**src/rtl/sercom_pkg.sv**
```systemverilog
package sercom_pkg;
  typedef enum logic [1:0] {
    MODE_SYNC = 2'd0,
    MODE_A10  = 2'd1,
    MODE_A11F = 2'd2,
    MODE_A11T = 2'd3
  } smode_e;

  // asynchronous receive/transmit ticks per bit
  localparam int OVS = 16;
  localparam int CW  = $clog2(OVS);
endpackage

```
**src/rtl/sercom_baud.sv**
```systemverilog
module sercom_baud
  import sercom_pkg::*;
#(
  parameter int M0_DIV = 12
) (
  input  logic   clk,
  input  logic   rst_n,
  input  smode_e mode,
  input  logic   smod,
  input  logic   t1_ovf,
  output logic   tick
);
  localparam int HALF = M0_DIV / 2;
  localparam int PW   = $clog2(HALF > 1 ? HALF : 2);

  logic [PW-1:0] m0_q, m0_d;
  logic [1:0]    pre_q, pre_d;
  logic          tick_d;
  logic          evt;
  logic [1:0]    lim;

  always_comb begin
    evt    = (mode == MODE_A11F) ? 1'b1 : t1_ovf;
    lim    = smod ? 2'd1 : 2'd3;
    m0_d   = m0_q;
    pre_d  = pre_q;
    tick_d = 1'b0;
    if (mode == MODE_SYNC) begin
      if (m0_q == PW'(HALF - 1)) begin
        m0_d   = '0;
        tick_d = 1'b1;
      end else begin
        m0_d = m0_q + 1'b1;
      end
    end else if (evt) begin
      if (pre_q >= lim) begin
        pre_d  = '0;
        tick_d = 1'b1;
      end else begin
        pre_d = pre_q + 1'b1;
      end
    end
  end

  always_ff @(posedge clk or negedge rst_n) begin
    if (!rst_n) begin
      m0_q  <= '0;
      pre_q <= '0;
      tick  <= 1'b0;
    end else begin
      m0_q  <= m0_d;
      pre_q <= pre_d;
      tick  <= tick_d;
    end
  end
endmodule

```
**src/rtl/sercom_tx.sv**
```systemverilog
module sercom_tx
  import sercom_pkg::*;
(
  input  logic       clk,
  input  logic       rst_n,
  input  logic       tick,
  input  smode_e     mode,
  input  logic       start,
  input  logic [7:0] data,
  input  logic       nin,
  output logic       txd,
  output logic       sclk,
  output logic       busy,
  output logic       ti_set
);
  localparam int FW = 11;
  typedef enum logic [1:0] {TX_IDLE, TX_WAIT, TX_SEND} txst_e;

  txst_e         st_q, st_d;
  smode_e        md_q, md_d;
  logic [FW-1:0] shf_q, shf_d;
  logic [CW-1:0] cnt_q, cnt_d;
  logic [3:0]    idx_q, idx_d;
  logic [3:0]    last;
  logic [CW-1:0] cnt_last;

  always_comb begin
    st_d     = st_q;
    md_d     = md_q;
    shf_d    = shf_q;
    cnt_d    = cnt_q;
    idx_d    = idx_q;
    ti_set   = 1'b0;
    last     = (md_q == MODE_SYNC) ? 4'd7 : (md_q == MODE_A10) ? 4'd9 : 4'd10;
    cnt_last = (md_q == MODE_SYNC) ? CW'(1) : CW'(OVS - 1);
    case (st_q)
      TX_IDLE: if (start) begin
        st_d = TX_WAIT;
        md_d = mode;
        case (mode)
          MODE_SYNC: shf_d = {3'b111, data};
          MODE_A10:  shf_d = {2'b11, data, 1'b0};
          default:   shf_d = {1'b1, nin, data, 1'b0};
        endcase
      end
      TX_WAIT: if (tick) begin
        st_d  = TX_SEND;
        cnt_d = '0;
        idx_d = '0;
      end
      default: if (tick) begin
        if (cnt_q == cnt_last) begin
          cnt_d = '0;
          if (idx_q == last) begin
            st_d = TX_IDLE;
            if (md_q == MODE_SYNC) ti_set = 1'b1;
          end else begin
            idx_d = idx_q + 4'd1;
            shf_d = {1'b1, shf_q[FW-1:1]};
            if (md_q != MODE_SYNC && (idx_q + 4'd1) == last) ti_set = 1'b1;
          end
        end else begin
          cnt_d = cnt_q + 1'b1;
        end
      end
    endcase
  end

  always_ff @(posedge clk or negedge rst_n) begin
    if (!rst_n) begin
      st_q  <= TX_IDLE;
      md_q  <= MODE_SYNC;
      shf_q <= '1;
      cnt_q <= '0;
      idx_q <= '0;
    end else begin
      st_q  <= st_d;
      md_q  <= md_d;
      shf_q <= shf_d;
      cnt_q <= cnt_d;
      idx_q <= idx_d;
    end
  end

  assign txd  = (st_q == TX_SEND) ? shf_q[0] : 1'b1;
  assign sclk = !(st_q == TX_SEND && md_q == MODE_SYNC && cnt_q == '0);
  assign busy = (st_q != TX_IDLE);
endmodule

```
**src/rtl/sercom_rx.sv**
```systemverilog
module sercom_rx
  import sercom_pkg::*;
(
  input  logic       clk,
  input  logic       rst_n,
  input  logic       tick,
  input  smode_e     mode,
  input  logic       ren,
  input  logic       sm2,
  input  logic       ri,
  input  logic       rxd,
  output logic       load,
  output logic [7:0] rx_byte,
  output logic       rx_b9,
  output logic       sclk,
  output logic       busy
);
  localparam logic [CW-1:0] S0 = CW'(OVS / 2 - 1);
  localparam logic [CW-1:0] S1 = CW'(OVS / 2);
  localparam logic [CW-1:0] S2 = CW'(OVS / 2 + 1);
  typedef enum logic {RX_IDLE, RX_RECV} rxst_e;

  rxst_e         st_q, st_d;
  logic [1:0]    sy_q;
  logic          rxd_s;
  logic [CW-1:0] cnt_q, cnt_d;
  logic [3:0]    idx_q, idx_d;
  logic [1:0]    v_q, v_d;
  logic [7:0]    byte_q, byte_d;
  logic          b9_q, b9_d;
  logic          maj;
  logic [3:0]    last;

  assign rxd_s = sy_q[1];

  always_comb begin
    st_d   = st_q;
    cnt_d  = cnt_q;
    idx_d  = idx_q;
    v_d    = v_q;
    byte_d = byte_q;
    b9_d   = b9_q;
    load   = 1'b0;
    rx_b9  = b9_q;
    maj    = (v_q[0] & v_q[1]) | (v_q[0] & rxd_s) | (v_q[1] & rxd_s);
    last   = (mode == MODE_A10) ? 4'd9 : 4'd10;
    if (tick) begin
      if (st_q == RX_IDLE) begin
        if (mode == MODE_SYNC) begin
          if (ren && !ri) begin
            st_d  = RX_RECV;
            cnt_d = '0;
            idx_d = '0;
          end
        end else if (ren && !rxd_s) begin
          st_d  = RX_RECV;
          cnt_d = CW'(1);
          idx_d = '0;
        end
      end else if (mode == MODE_SYNC) begin
        if (cnt_q == '0) begin
          cnt_d  = CW'(1);
          byte_d = {rxd_s, byte_q[7:1]};
        end else begin
          cnt_d = '0;
          if (idx_q == 4'd7) begin
            st_d = RX_IDLE;
            load = !ri;
          end else begin
            idx_d = idx_q + 4'd1;
          end
        end
      end else begin
        cnt_d = cnt_q + 1'b1;
        if (cnt_q == S0) v_d[0] = rxd_s;
        if (cnt_q == S1) v_d[1] = rxd_s;
        if (cnt_q == S2) begin
          if (idx_q == 4'd0) begin
            if (maj) st_d = RX_IDLE;
          end else if (idx_q <= 4'd8) begin
            byte_d = {maj, byte_q[7:1]};
          end else if (idx_q == 4'd9 && last == 4'd10) begin
            b9_d = maj;
          end
          if (idx_q == last) begin
            rx_b9 = (mode == MODE_A10) ? maj : b9_q;
            load  = !ri && (!sm2 || rx_b9);
          end
        end
        if (cnt_q == CW'(OVS - 1)) begin
          cnt_d = '0;
          if (idx_q == last) st_d = RX_IDLE;
          else idx_d = idx_q + 4'd1;
        end
      end
    end
  end

  always_ff @(posedge clk or negedge rst_n) begin
    if (!rst_n) begin
      sy_q   <= 2'b11;
      st_q   <= RX_IDLE;
      cnt_q  <= '0;
      idx_q  <= '0;
      v_q    <= 2'b11;
      byte_q <= '0;
      b9_q   <= 1'b0;
    end else begin
      sy_q   <= {sy_q[0], rxd};
      st_q   <= st_d;
      cnt_q  <= cnt_d;
      idx_q  <= idx_d;
      v_q    <= v_d;
      byte_q <= byte_d;
      b9_q   <= b9_d;
    end
  end

  assign rx_byte = byte_q;
  assign sclk    = !(st_q == RX_RECV && mode == MODE_SYNC && cnt_q == '0);
  assign busy    = (st_q == RX_RECV);
endmodule

```
**src/rtl/sercom_port.sv**
```systemverilog
module sercom_port
  import sercom_pkg::*;
#(
  parameter int             AW        = 8,
  parameter int             M0_DIV    = 12,
  parameter logic [AW-1:0]  SCON_ADDR = AW'('h40),
  parameter logic [AW-1:0]  SBUF_ADDR = AW'('h41),
  parameter logic [AW-1:0]  PCON_ADDR = AW'('h42)
) (
  input  logic          clk,
  input  logic          rst_n,
  input  logic          reg_we,
  input  logic [AW-1:0] reg_addr,
  input  logic [7:0]    reg_wdata,
  output logic [7:0]    reg_rdata,
  input  logic          t1_ovf,
  input  logic          rxd,
  output logic          txd,
  output logic          sh_clk,
  output logic          irq
);
  logic [1:0] rs_q;
  logic       rst_i;
  logic [7:0] scon_q, scon_d;
  logic [7:0] sbuf_rx_q, sbuf_rx_d;
  logic       smod_q, smod_d;
  logic       scon_we, sbuf_we, pcon_we;
  smode_e     mode;
  logic       tick;
  logic       tx_sclk, rx_sclk, tx_busy, rx_busy, ti_set;
  logic       rx_load, rx_b9;
  logic [7:0] rx_byte;

  // reset asserts at once and leaves in step with the clock
  always_ff @(posedge clk or negedge rst_n) begin
    if (!rst_n) rs_q <= 2'b00;
    else        rs_q <= {rs_q[0], 1'b1};
  end
  assign rst_i = rs_q[1];

  assign scon_we = reg_we && (reg_addr == SCON_ADDR);
  assign sbuf_we = reg_we && (reg_addr == SBUF_ADDR);
  assign pcon_we = reg_we && (reg_addr == PCON_ADDR);
  assign mode    = smode_e'(scon_q[7:6]);

  sercom_baud #(.M0_DIV(M0_DIV)) u_baud (
    .clk(clk), .rst_n(rst_i), .mode(mode), .smod(smod_q),
    .t1_ovf(t1_ovf), .tick(tick)
  );

  sercom_tx u_tx (
    .clk(clk), .rst_n(rst_i), .tick(tick), .mode(mode), .start(sbuf_we),
    .data(reg_wdata), .nin(scon_q[3]), .txd(txd), .sclk(tx_sclk),
    .busy(tx_busy), .ti_set(ti_set)
  );

  sercom_rx u_rx (
    .clk(clk), .rst_n(rst_i), .tick(tick), .mode(mode), .ren(scon_q[4]),
    .sm2(scon_q[5]), .ri(scon_q[0]), .rxd(rxd), .load(rx_load),
    .rx_byte(rx_byte), .rx_b9(rx_b9), .sclk(rx_sclk), .busy(rx_busy)
  );

  always_comb begin
    scon_d    = scon_q;
    sbuf_rx_d = sbuf_rx_q;
    smod_d    = smod_q;
    if (scon_we) scon_d = reg_wdata;
    if (pcon_we) smod_d = reg_wdata[7];
    if (ti_set)  scon_d[1] = 1'b1;
    if (rx_load) begin
      scon_d[0] = 1'b1;
      if (mode != MODE_SYNC) scon_d[2] = rx_b9;
      sbuf_rx_d = rx_byte;
    end
  end

  always_ff @(posedge clk or negedge rst_i) begin
    if (!rst_i) begin
      scon_q    <= '0;
      sbuf_rx_q <= '0;
      smod_q    <= 1'b0;
    end else begin
      if (scon_we || ti_set || rx_load) scon_q <= scon_d;
      if (rx_load)                      sbuf_rx_q <= sbuf_rx_d;
      if (pcon_we)                      smod_q <= smod_d;
    end
  end

  always_comb begin
    reg_rdata = '0;
    if (reg_addr == SCON_ADDR)      reg_rdata = scon_q;
    else if (reg_addr == SBUF_ADDR) reg_rdata = sbuf_rx_q;
    else if (reg_addr == PCON_ADDR) reg_rdata = {smod_q, 7'b0};
  end

  assign sh_clk = tx_sclk & rx_sclk;
  assign irq    = scon_q[1] | scon_q[0];
endmodule

```
**config.mk**
```make
export PLATFORM = sky130hd
export DESIGN_NAME = sercom_port
export DESIGN_NICKNAME = d
export VERILOG_FILES = /design/src/rtl/sercom_pkg.sv /design/src/rtl/sercom_baud.sv /design/src/rtl/sercom_tx.sv /design/src/rtl/sercom_rx.sv /design/src/rtl/sercom_port.sv
export SDC_FILE = /design/constraint.sdc
export NUM_CORES = 1
export LEC_CHECK = 0
export ABC_AREA = 1
export BUFFER_PORTS_ARGS = -buffer_cell sky130_fd_sc_hd__buf_2
export CELL_PAD_IN_SITES_DETAIL_PLACEMENT = 1
export CELL_PAD_IN_SITES_GLOBAL_PLACEMENT = 1
export CORE_AREA = 10 10 86 126
export CTS_BUF_LIST = sky130_fd_sc_hd__clkbuf_2 sky130_fd_sc_hd__clkbuf_4 sky130_fd_sc_hd__clkbuf_8
export DETAILED_ROUTE_END_ITERATION = 7
export DIE_AREA = 0 0 96 136
export PLACE_DENSITY_LB_ADDON = 0.1
export SLEW_MARGIN = 20
export SYNTH_ARGS = -nofsm -noshare
export SYNTH_HDL_FRONTEND = slang
export SYNTH_SLANG_ARGS = --single-unit
```
**constraint.sdc**
```tcl
create_clock -name clk -period 3.03 [get_ports clk]
set_clock_uncertainty 0.1 [all_clocks]
set_input_delay 0.303 -clock clk [delete_from_list [all_inputs] [get_ports clk]]
set_output_delay 0.303 -clock clk [all_outputs]
set_load 0.02 [all_outputs]
```
Word-level counts from Yosys, hierarchy flattened. Cells that the tools add are included.

Add/sub/neg operators: 6. Order comparisons: 2. Eq/ne operators: 31. Multiplexer cells: 92. Bitwise gates (word level): 12. Reductions and logical operators: 54.

Operators with widths (number): 2-to-1 mux 4 bit (22); 2-to-1 mux 8 bit (8); 2-to-1 mux 11 bit (4); 2-to-1 mux 1 bit (42); equality test 8 x 7 -> 1 bit, second input constant (3); one-hot mux 11 bit (2 select lines) (1); equality test 4 bit, second input constant (5); one-hot mux 10 bit (2 select lines) (1); 2-to-1 mux 2 bit (9); nonzero test 2 bit (9); adder 4 x 1 -> 4 bit, second input constant (4); equality test 4 bit (4); one-hot mux 4 bit (2 select lines) (2); AND reduction 7 bit (2); logical AND 1 bit (12); zero test 4 bit (3); inequality test 3 bit, second input constant (4); AND reduction 2 bit (6); AND reduction 4 bit (3); inequality test 2 bit, second input constant (5); AND reduction 5 bit (2); nonzero test 3 bit (3); equality test 4 x 3 -> 1 bit, second input constant (2); equality test 2 x 1 -> 1 bit, second input constant (3); 19 further kinds (38).

Register bits after elaboration: 70. Input bits: 21. Output and inout port bits: 11. Word-level logic and storage cells: 220.

Depth between registers and ports, before layout. Gate-level depths: netlist of run 1.

Depth after elaboration: 13. Depth in mapped cells: 12. Gate-level depth less buffers: 12.

Hierarchy. From an unflattened synthesis of run 1, not the netlist that was laid out.

Cell total of the unflattened synthesis: 574. Area, all modules: 4162.7 um2.

By module, submodules not included: sercom_tx (times used 1, cells an instance 212, area each 1472.7 um2, sequential area each 563.0 um2); sercom_rx (times used 1, cells an instance 194, area each 1410.1 um2, sequential area each 555.5 um2); sercom_port (times used 1, cells an instance 121, area each 950.9 um2, sequential area each 475.5 um2); sercom_baud (times used 1, cells an instance 47, area each 329.1 um2, sequential area each 150.1 um2).

Least setup slack after synthesis of run 1. No wires, ideal clock.

Kind: input-to-output. Start: input reg_addr[5]. End: output reg_rdata[0]. Arrival: 1330 ps. Data required time: 2627 ps. Slack: 1297 ps. Stages on the path: 5. Buffers on the path: 0. Cell sequence: nor2_1 -> nand3b_1 -> nor2_4 -> inv_1 -> o21ai_0.

Word-level cells in the longest chain between the ends: 3. Elaborated cells on any way between the ends: 4. Those cells by class: eq/ne: 2; mux: 2.

Ends and longest elaborated chain: start, declared (RTL line sercom_port.sv:13) `input logic [AW-1:0] reg_addr,`; equality test 8 x 7 -> 1 bit (RTL line sercom_port.sv:92) `else if (reg_addr == SBUF_ADDR) reg_rdata = sbuf_rx_q;`; 2-to-1 mux 8 bit (RTL line sercom_port.sv:92); 2-to-1 mux 8 bit (*) (RTL line sercom_port.sv:91) `if (reg_addr == SCON_ADDR) reg_rdata = scon_q;`; end, declared (RTL line sercom_port.sv:15) `output logic [7:0] reg_rdata,`.

Mark *: on every way between the ends. The rest lies on a longest branch, timed or not.

Worst setup path after layout of run 1.
Start: register scon_q[7]. End: output sh_clk.

Word-level cells in the longest chain between the ends: 5.

Ends and longest elaborated chain: start, declared (RTL line sercom_port.sv:24) `logic [7:0] scon_q, scon_d;`; start signal, assigned (RTL line sercom_port.sv:83) `if (scon_we || ti_set || rx_load) scon_q <= scon_d;`; zero test 2 bit (RTL line sercom_rx.sv:120) `assign sclk = !(st_q == RX_RECV && mode == MODE_SYNC && cnt_q == '0);`; logical AND 1 bit (2 in series) (RTL line sercom_rx.sv:120); zero test 1 bit (RTL line sercom_rx.sv:120); AND 1 bit (RTL line sercom_port.sv:96) `assign sh_clk = tx_sclk & rx_sclk;`; end, declared (RTL line sercom_port.sv:19) `output logic sh_clk,`.

No other way between the ends.

==> results of run 1 <==
[cells in the final DEF (no fill, tap or decap), drive strengths merged, types with 2 or more instances in the layout]
cell type,n
ha,10
dfrtp,55
nand2,136
buf,34
o21ai,74
nand3,35
clkbuf,9
a21oi,11
inv,72
nor2,43
a31oi,2
dlygate4sd3,2
clkinvlp,2
dfstp,14
xor2,2
o22ai,8
clkinv,3
a22o,3
nand4,7
nand3b,2
[power by group]
part / internal (W) / switching, W
combinational: 0.000286 / 0.000522
sequential: 0.00109 / 0.000179
clock: 0.000383 / 0.000380
[metal layers]
metal  global-route usage [%]  part of all wire, %
met2                    31.10                   56
met1                    18.72                   40
met3                    2.982                  2.5
met5                        0                    0
met4                    5.263                  1.2
[worst min path at each step]
stage	to	from	slack, ns
2_1_floorplan	rs_q[0]$_DFF_PN0_	rst_n	-0.09
3_3_place_gp	rs_q[0]$_DFF_PN0_	rst_n	-0.01
3_5_place_dp	rs_q[0]$_DFF_PN0_	rst_n	-0.008
4_1_cts	rs_q[1]$_DFF_PN0_	rst_n	0.13
5_1_grt	scon_q[1]$_DFFE_PN0P_	reg_wdata[1]	0.14
6_report	scon_q[1]$_DFFE_PN0P_	reg_wdata[1]	0.14
[sequential cells by signal, summed over array words and instances (netlist names), 3 cells and up]
register	flops
u_rx.rx_byte	8
u_baud.m0_q	3
u_rx.cnt_q	4
u_rx.idx_q	4
u_tx.idx_q	4
u_tx.shf_q	10
u_tx.cnt_q	4
scon_q	8
sbuf_rx_q	8
[final cells by class]
cell class              instances  area (µm²)  share of cell area, %
clock buffers                   9       123.9                  2.818
clock inverters                 7       72.57                  1.651
inverters                      71       266.5                  6.063
multi-input cells             345        1852                  42.13
flip-flops and latches         69        1745                  39.71
well taps                     110       137.6                  3.131
repair buffers                 36       197.7                  4.498
[worst max-delay path, cell delays in order, from the launching register on]
cell	delay [ns]
dfrtp_1	0.47
nor2_4	0.55
nand2_2	0.12
nor2_2	0.22
a41oi_1	0.08
buf_2	0.19
[through the flow]
step | hold slack (ns) | setup WS (ns)
3_3_place_gp | -0.01208 | 0.9932
6_report | 0.1431 | 0.6318
3_5_place_dp | -0.008158 | 0.8915
2_1_floorplan | -0.09259 | 0.8908
4_1_cts | 0.1322 | 0.5804
5_1_grt | 0.1422 | 0.4876
[logic make-up (layout without fill, tap and decap cells)]
logic type / count (synthesis) / count (layout)
simple gates: 227 / 227
other cells: 1 / 1
buf+inv: 81 / 123
fa+ha+maj: 10 / 10
compound gates: 104 / 104
xor+xnor: 3 / 3
flops: 69 / 69
==> results.ini, run 1 <==
[timing]
setup_tns_ns = 0
setup_viol = 0
grt_setup_unrepaired = no
fin_crit_sh_pct = 79.15
hold_viol_final = 0
worstMarginPinSlew_ns = 0.6796
maxSlewViolCount = 0
relSlewSlack_pct = 54.70
finalWorstPathRequiredPeriod_ns = 2.398
fmax_ghz = 0.4170

[logic_synthesis]
synth_edf_count = 0
synth_top_area_share_pct = 34.83
synthMuxAreaShare_pct = 0
synthAdderAreaFrac_pct = 3.167
ys_ff_latch = 69
synth_xor_xnor_area_share_pct = 0.6650
ys_seq_area_share_pct = 44.14
synth_cells = 495
synth-simple-area-share_pct = 26.60
synthMostInstantiatedCell = nand2_1
synth_async_sr_flop_share_pct = 100.0
synth-compound-area-share_pct = 16.34
synthesis.area_mm2 = 0.003951
synthFlopType = dfrtp_1
syn_nets = 526
yosysUniqueCellTypes = 44
ys_top_cells_by_area = dfrtp_1 35%, nand2_1 12%, dfstp_2 9.3%
yosys_warnings = 0
syn_area_per_cell_um2 = 7.982
synth_top_family_by_area = simple AND/OR/NAND/NOR gates
synth.largest_area_cell = dfrtp_1
ys_top_cells_by_count = 129 x nand2_1, 66 x inv_1, 55 x dfrtp_1, 42 x o21ai_0, 35 x nor2_1

[drt]
wl_per_cell_um = 15.70
drc = 0
firstDrtPassIters = 4
num_vias = 3372
drt_iter0_drc = 95
ant_nets = 0
routed_wl_mm = 10.16
avgViaCountPerCell = 5.212

[placement]
dpl.hpwl_mm = 8.030
dp_cells = 629
port_buffers = 31
place_area_mm2 = 0.004179
gp_congestion = 0.8132

[setup_path]
path_max_fanout = 25
cp_data_required_time_ns = 2.63
worstSetupEndpoint = sh_clk
worstSetupPathType = register to output port
endpoint_kind = output port
rrSetupSlack_ns = 0.88
cp-startpoint = scon_q[7]$_DFFE_PN0P_
rr_worst_depth = 8
crit_arrival_ns = 2.00
start_kind = register
r2r_end = u_rx.idx_q[1]$_DFFE_PN0P_
r2r_start = scon_q[7]$_DFFE_PN0P_

[clock_tree]
cts_hold_buf = 2
cts.clk_slew.worst_paths_ns = 0.08
cts_resized = 0
clk_latency_ns = 0.35
cts_root_buf = clkbuf_8
postCtsSetupBuffers = 0
clock_sinks = 69
cts_tree = built
clockBufferDepth = 2
cts_made_buffers = 9
cts_max_level = 3

[floorplanning]
start_util_pct = 45.85
die_y_um = 136
core_mm2 = 0.008618
io_pins = 32
num_rows = 42
die_area_mm2 = 0.01306
die_w_um = 96

[flow_run]
maxCapViolCount = 0

[final_layout]
area_growth_syn_to_layout_pct = 11.24
fin_area_mm2 = 0.004395
n_antenna_cell = 0
final_util_pct = 51.00
fillers = 1103
stdcell_count = 647
final_nets = 563
drive_above_1_share_pct = 20.86

[global_routing]
grt_max_degree = 31
antenna_found_initial = 0
grt_remaining_overflow = 0
grt_usage_pct = 16.88
grt_pass1_wl_mm = 17.53
grt_pass1_vias = 3702

[hold_path]
min_path_type = input port to register
hold-path-cell-count = 3

[pwr]
power_w = 0.002837
vdd_drop_max_mv = 0.3457
p_leak_nw = 2.129
pwr_density_cell_mw_per_mm2 = 645.4

[outcome]
status = finished clean

Power figures use the tool's default switching activity.
==> run 2: changes to the inputs <==
--- a/config.mk
+++ b/config.mk
@@ -9,10 +9,10 @@
 export BUFFER_PORTS_ARGS = -buffer_cell sky130_fd_sc_hd__buf_2
 export CELL_PAD_IN_SITES_DETAIL_PLACEMENT = 1
 export CELL_PAD_IN_SITES_GLOBAL_PLACEMENT = 1
-export CORE_AREA = 10 10 86 126
+export CORE_AREA = 10 10 91 132
 export CTS_BUF_LIST = sky130_fd_sc_hd__clkbuf_2 sky130_fd_sc_hd__clkbuf_4 sky130_fd_sc_hd__clkbuf_8
 export DETAILED_ROUTE_END_ITERATION = 7
-export DIE_AREA = 0 0 96 136
+export DIE_AREA = 0 0 101 142
 export PLACE_DENSITY_LB_ADDON = 0.1
 export SLEW_MARGIN = 20
 export SYNTH_ARGS = -nofsm -noshare
==> constraint.sdc (replaced) <==
create_clock -name clk -period 2.1 [get_ports clk]
set_clock_uncertainty 0.1 [all_clocks]
set_input_delay 0.21 -clock clk [delete_from_list [all_inputs] [get_ports clk]]
set_output_delay 0.21 -clock clk [all_outputs]
set_load 0.02 [all_outputs]
==> run 2 against run 1 <==
  * Power grew 48%
  * Clock power grew 49%
  * Register-to-register slack lost 0.58 ns
  * Critical path depth grew 1
  * Final cell count grew 1.7%
  * Via count shrank 0.18%
  * Routed wire length grew 1.1%
  * Worst setup slack lost 0.54 ns
  * Core utilization shrank 4.4 points
  * Critical endpoint unchanged
  * Largest cell class unchanged
  * Largest power group unchanged
  * Highest routed layer unchanged
==> results.ini, run 2 (synthesis results as in run 1) <==
[outcome]
status = finished clean

[timing]
hold_viol_final = 0  ; unchanged
fmax_ghz = 0.4973
grt_setup_unrepaired = no
setup_tns_ns = 0  ; unchanged
maxSlewViolCount = 0  ; unchanged
setup_viol = 0  ; unchanged
finalWorstPathRequiredPeriod_ns = 2.011
fin_crit_sh_pct = 95.76

[setup_path]
crit_arrival_ns = 1.70  ; -0.30 ns
crit_top_cell = nor2_4
cp_slowest_cell = dfrtp_2
cp_num_cells = 6  ; +1
worstSetupPathType = register to output port
start_kind = register
cp_data_required_time_ns = 1.79  ; -0.84 ns
r2r_start = scon_q[7]$_DFFE_PN0P_
cp_top_family = flip-flops
endpoint_kind = output port
path_cells = nor2_4, buf_8, nand2_2, nor2_4, a41oi_1, buf_2
crit_buf_inv = 2  ; +1
path_max_fanout = 12  ; -52%
rr_worst_depth = 8  ; unchanged
cpPeakStageDelay_ns = 0.48  ; -0.07 ns
r2r_end = u_baud.pre_q[1]$_DFFE_PN0P_
cp-startpoint = scon_q[7]$_DFFE_PN0P_
worstSetupEndpoint = sh_clk
rrSetupSlack_ns = 0.30  ; -0.58 ns

[global_routing]
antenna_found_initial = 0  ; unchanged
grt_pass1_wl_mm = 17.19  ; -2.0%
grt_remaining_overflow = 0  ; unchanged
grt_max_degree = 50  ; +61%
grt_pass1_vias = 3551  ; -4.1%
grt_usage_pct = 14.78  ; -2.1 points

[placement]
gp_congestion = 0.8298  ; +2.0%
port_buffers = 31  ; unchanged
place_area_mm2 = 0.004240  ; +1.5%
dpl.hpwl_mm = 7.844  ; -2.3%
dp_cells = 638  ; +1.4%

[clock_tree]
clock_sinks = 69  ; unchanged
cts_max_level = 3  ; unchanged
cts_tree = built
clockBufferDepth = 2  ; unchanged
cts_made_buffers = 9  ; unchanged
clk_latency_ns = 0.36  ; about the same
cts.clk_slew.worst_paths_ns = 0.08  ; about the same
cts_root_buf = clkbuf_8

[pwr]
power_w = 0.004203  ; +48%
p_leak_nw = 2.168  ; +1.8%
switchingPower_w = 0.001607  ; +49%
seqPwrFrac_pct = 43.2  ; -1.4 points
power_frac_clock_pct = 27.1  ; +0.2 points
combPwrFrac_pct = 29.7  ; +1.2 points
vdd_drop_max_mv = 0.5986  ; +73%
p_int_w = 0.002597  ; +48%
netSwitchingFraction_pct = 38.22  ; +0.10 points
pwr_density_cell_mw_per_mm2 = 935.8  ; +45%

[floorplanning]
start_util_pct = 41.01  ; -4.8 points
die_y_um = 142  ; +4.4%
die_area_mm2 = 0.01434  ; +9.8%
num_rows = 44  ; +4.8%
die_w_um = 101  ; +5.2%
core_mm2 = 0.009634  ; +12%
io_pins = 32  ; unchanged

[drt]
drt_iter0_drc = 84  ; -12%
wl_per_cell_um = 15.61  ; -0.58%
firstDrtPassIters = 4  ; unchanged
avgViaCountPerCell = 5.116  ; -1.8%
num_vias = 3366  ; -0.18%
drc = 0  ; unchanged
routed_wl_mm = 10.27  ; +1.1%
ant_nets = 0  ; unchanged

[final_layout]
area_growth_syn_to_layout_pct = 13.68
largest_reg_flops = 10  ; unchanged
final_cell_mix = 129 x nand2_1, 66 x inv_1, 53 x dfrtp_1
final_nets = 569  ; +1.1%
seqCellArea_mm2 = 0.001747  ; about the same
final_common_cell = nand2_1
fin_area_mm2 = 0.004492  ; +2.2%
n_antenna_cell = 0  ; unchanged
drive_above_1_share_pct = 21.92  ; +1.1 points
multi_input_area_mm2 = 0.001857  ; +0.27%
largest-register = u_tx.shf_q
fillers = 1196  ; +8.4%
stdcell_count = 658  ; +1.7%

[hold_path]
worstHoldStart = reg_wdata[5]
min_path_type = input port to register

[flow_run]
maxCapViolCount = 0  ; unchanged

-- run 2: power groups by stage --
stage,Combinational [W],Sequential [W],Clock [W]
2_1_floorplan,0.000927,0.00177,0
3_3_place_gp,0.00118,0.00182,0
3_5_place_dp,0.00122,0.00184,0
4_1_cts,0.00123,0.00182,0.00118
5_1_grt,0.00143,0.00185,0.00124
6_report,0.00125,0.00181,0.00114
-- run 2: per-stage QoR --
step	setup WS [ns]	utilization (%)	hold slack, ns
6_report	0.08905	46.62	0.03834
5_1_grt	0.01041	46.62	0.03038
4_1_cts	0.01333	46.36	0.02595
3_5_place_dp	0.2269	44.01	-0.1001
3_3_place_gp	0.3084	44.01	-0.1058
2_1_floorplan	0.4846	-	-0.1856
-- run 2: worst register-to-register path, delay by kind of cell (launching register included) --
family                    cells  cell delay [ns]
AOI/OAI and AO/OA             1             0.20
xor gates and xnor gates      1             0.15
buffers and inverters         3             0.45
DFF                           1             0.48
and+or+nand+nor               3             0.30
-- run 2: final cells by class --
class | count | share of cell area (%)
clock buffers | 10 | 2.925
clock inverters | 6 | 1.588
inverters | 71 | 5.933
multi-input cells | 345 | 41.34
flip-flops and latches | 69 | 38.89
well taps | 115 | 3.203
repair buffers | 42 | 6.128
-- run 2: how the worst min path moves through the flow --
stage          cells past startpoint                     to  slack [ns]
2_1_floorplan                      0      rs_q[0]$_DFF_PN0_       -0.19
3_3_place_gp                       1      rs_q[0]$_DFF_PN0_       -0.11
3_5_place_dp                       1      rs_q[0]$_DFF_PN0_       -0.10
4_1_cts                            2      rs_q[0]$_DFF_PN0_        0.03
5_1_grt                            3  scon_q[5]$_DFFE_PN0P_        0.03
6_report                           3  scon_q[5]$_DFFE_PN0P_        0.04
-- run 2: timing repair --
action	CTS	global route
buffers inserted	0	2
endpoints found under the hold margin	3	0
hold buffers	2	0
endpoints found under the setup margin	1	1
gates resized for setup	1	3
-- run 2: per-layer routing --
layer	global-route usage, %	vias up	share of wire, %
met5	0	-	0
met4	5.224	0	1.1
met3	3.306	8	2.4
met2	26.24	24	55
met1	16.74	1648	42
li1	-	1686	-
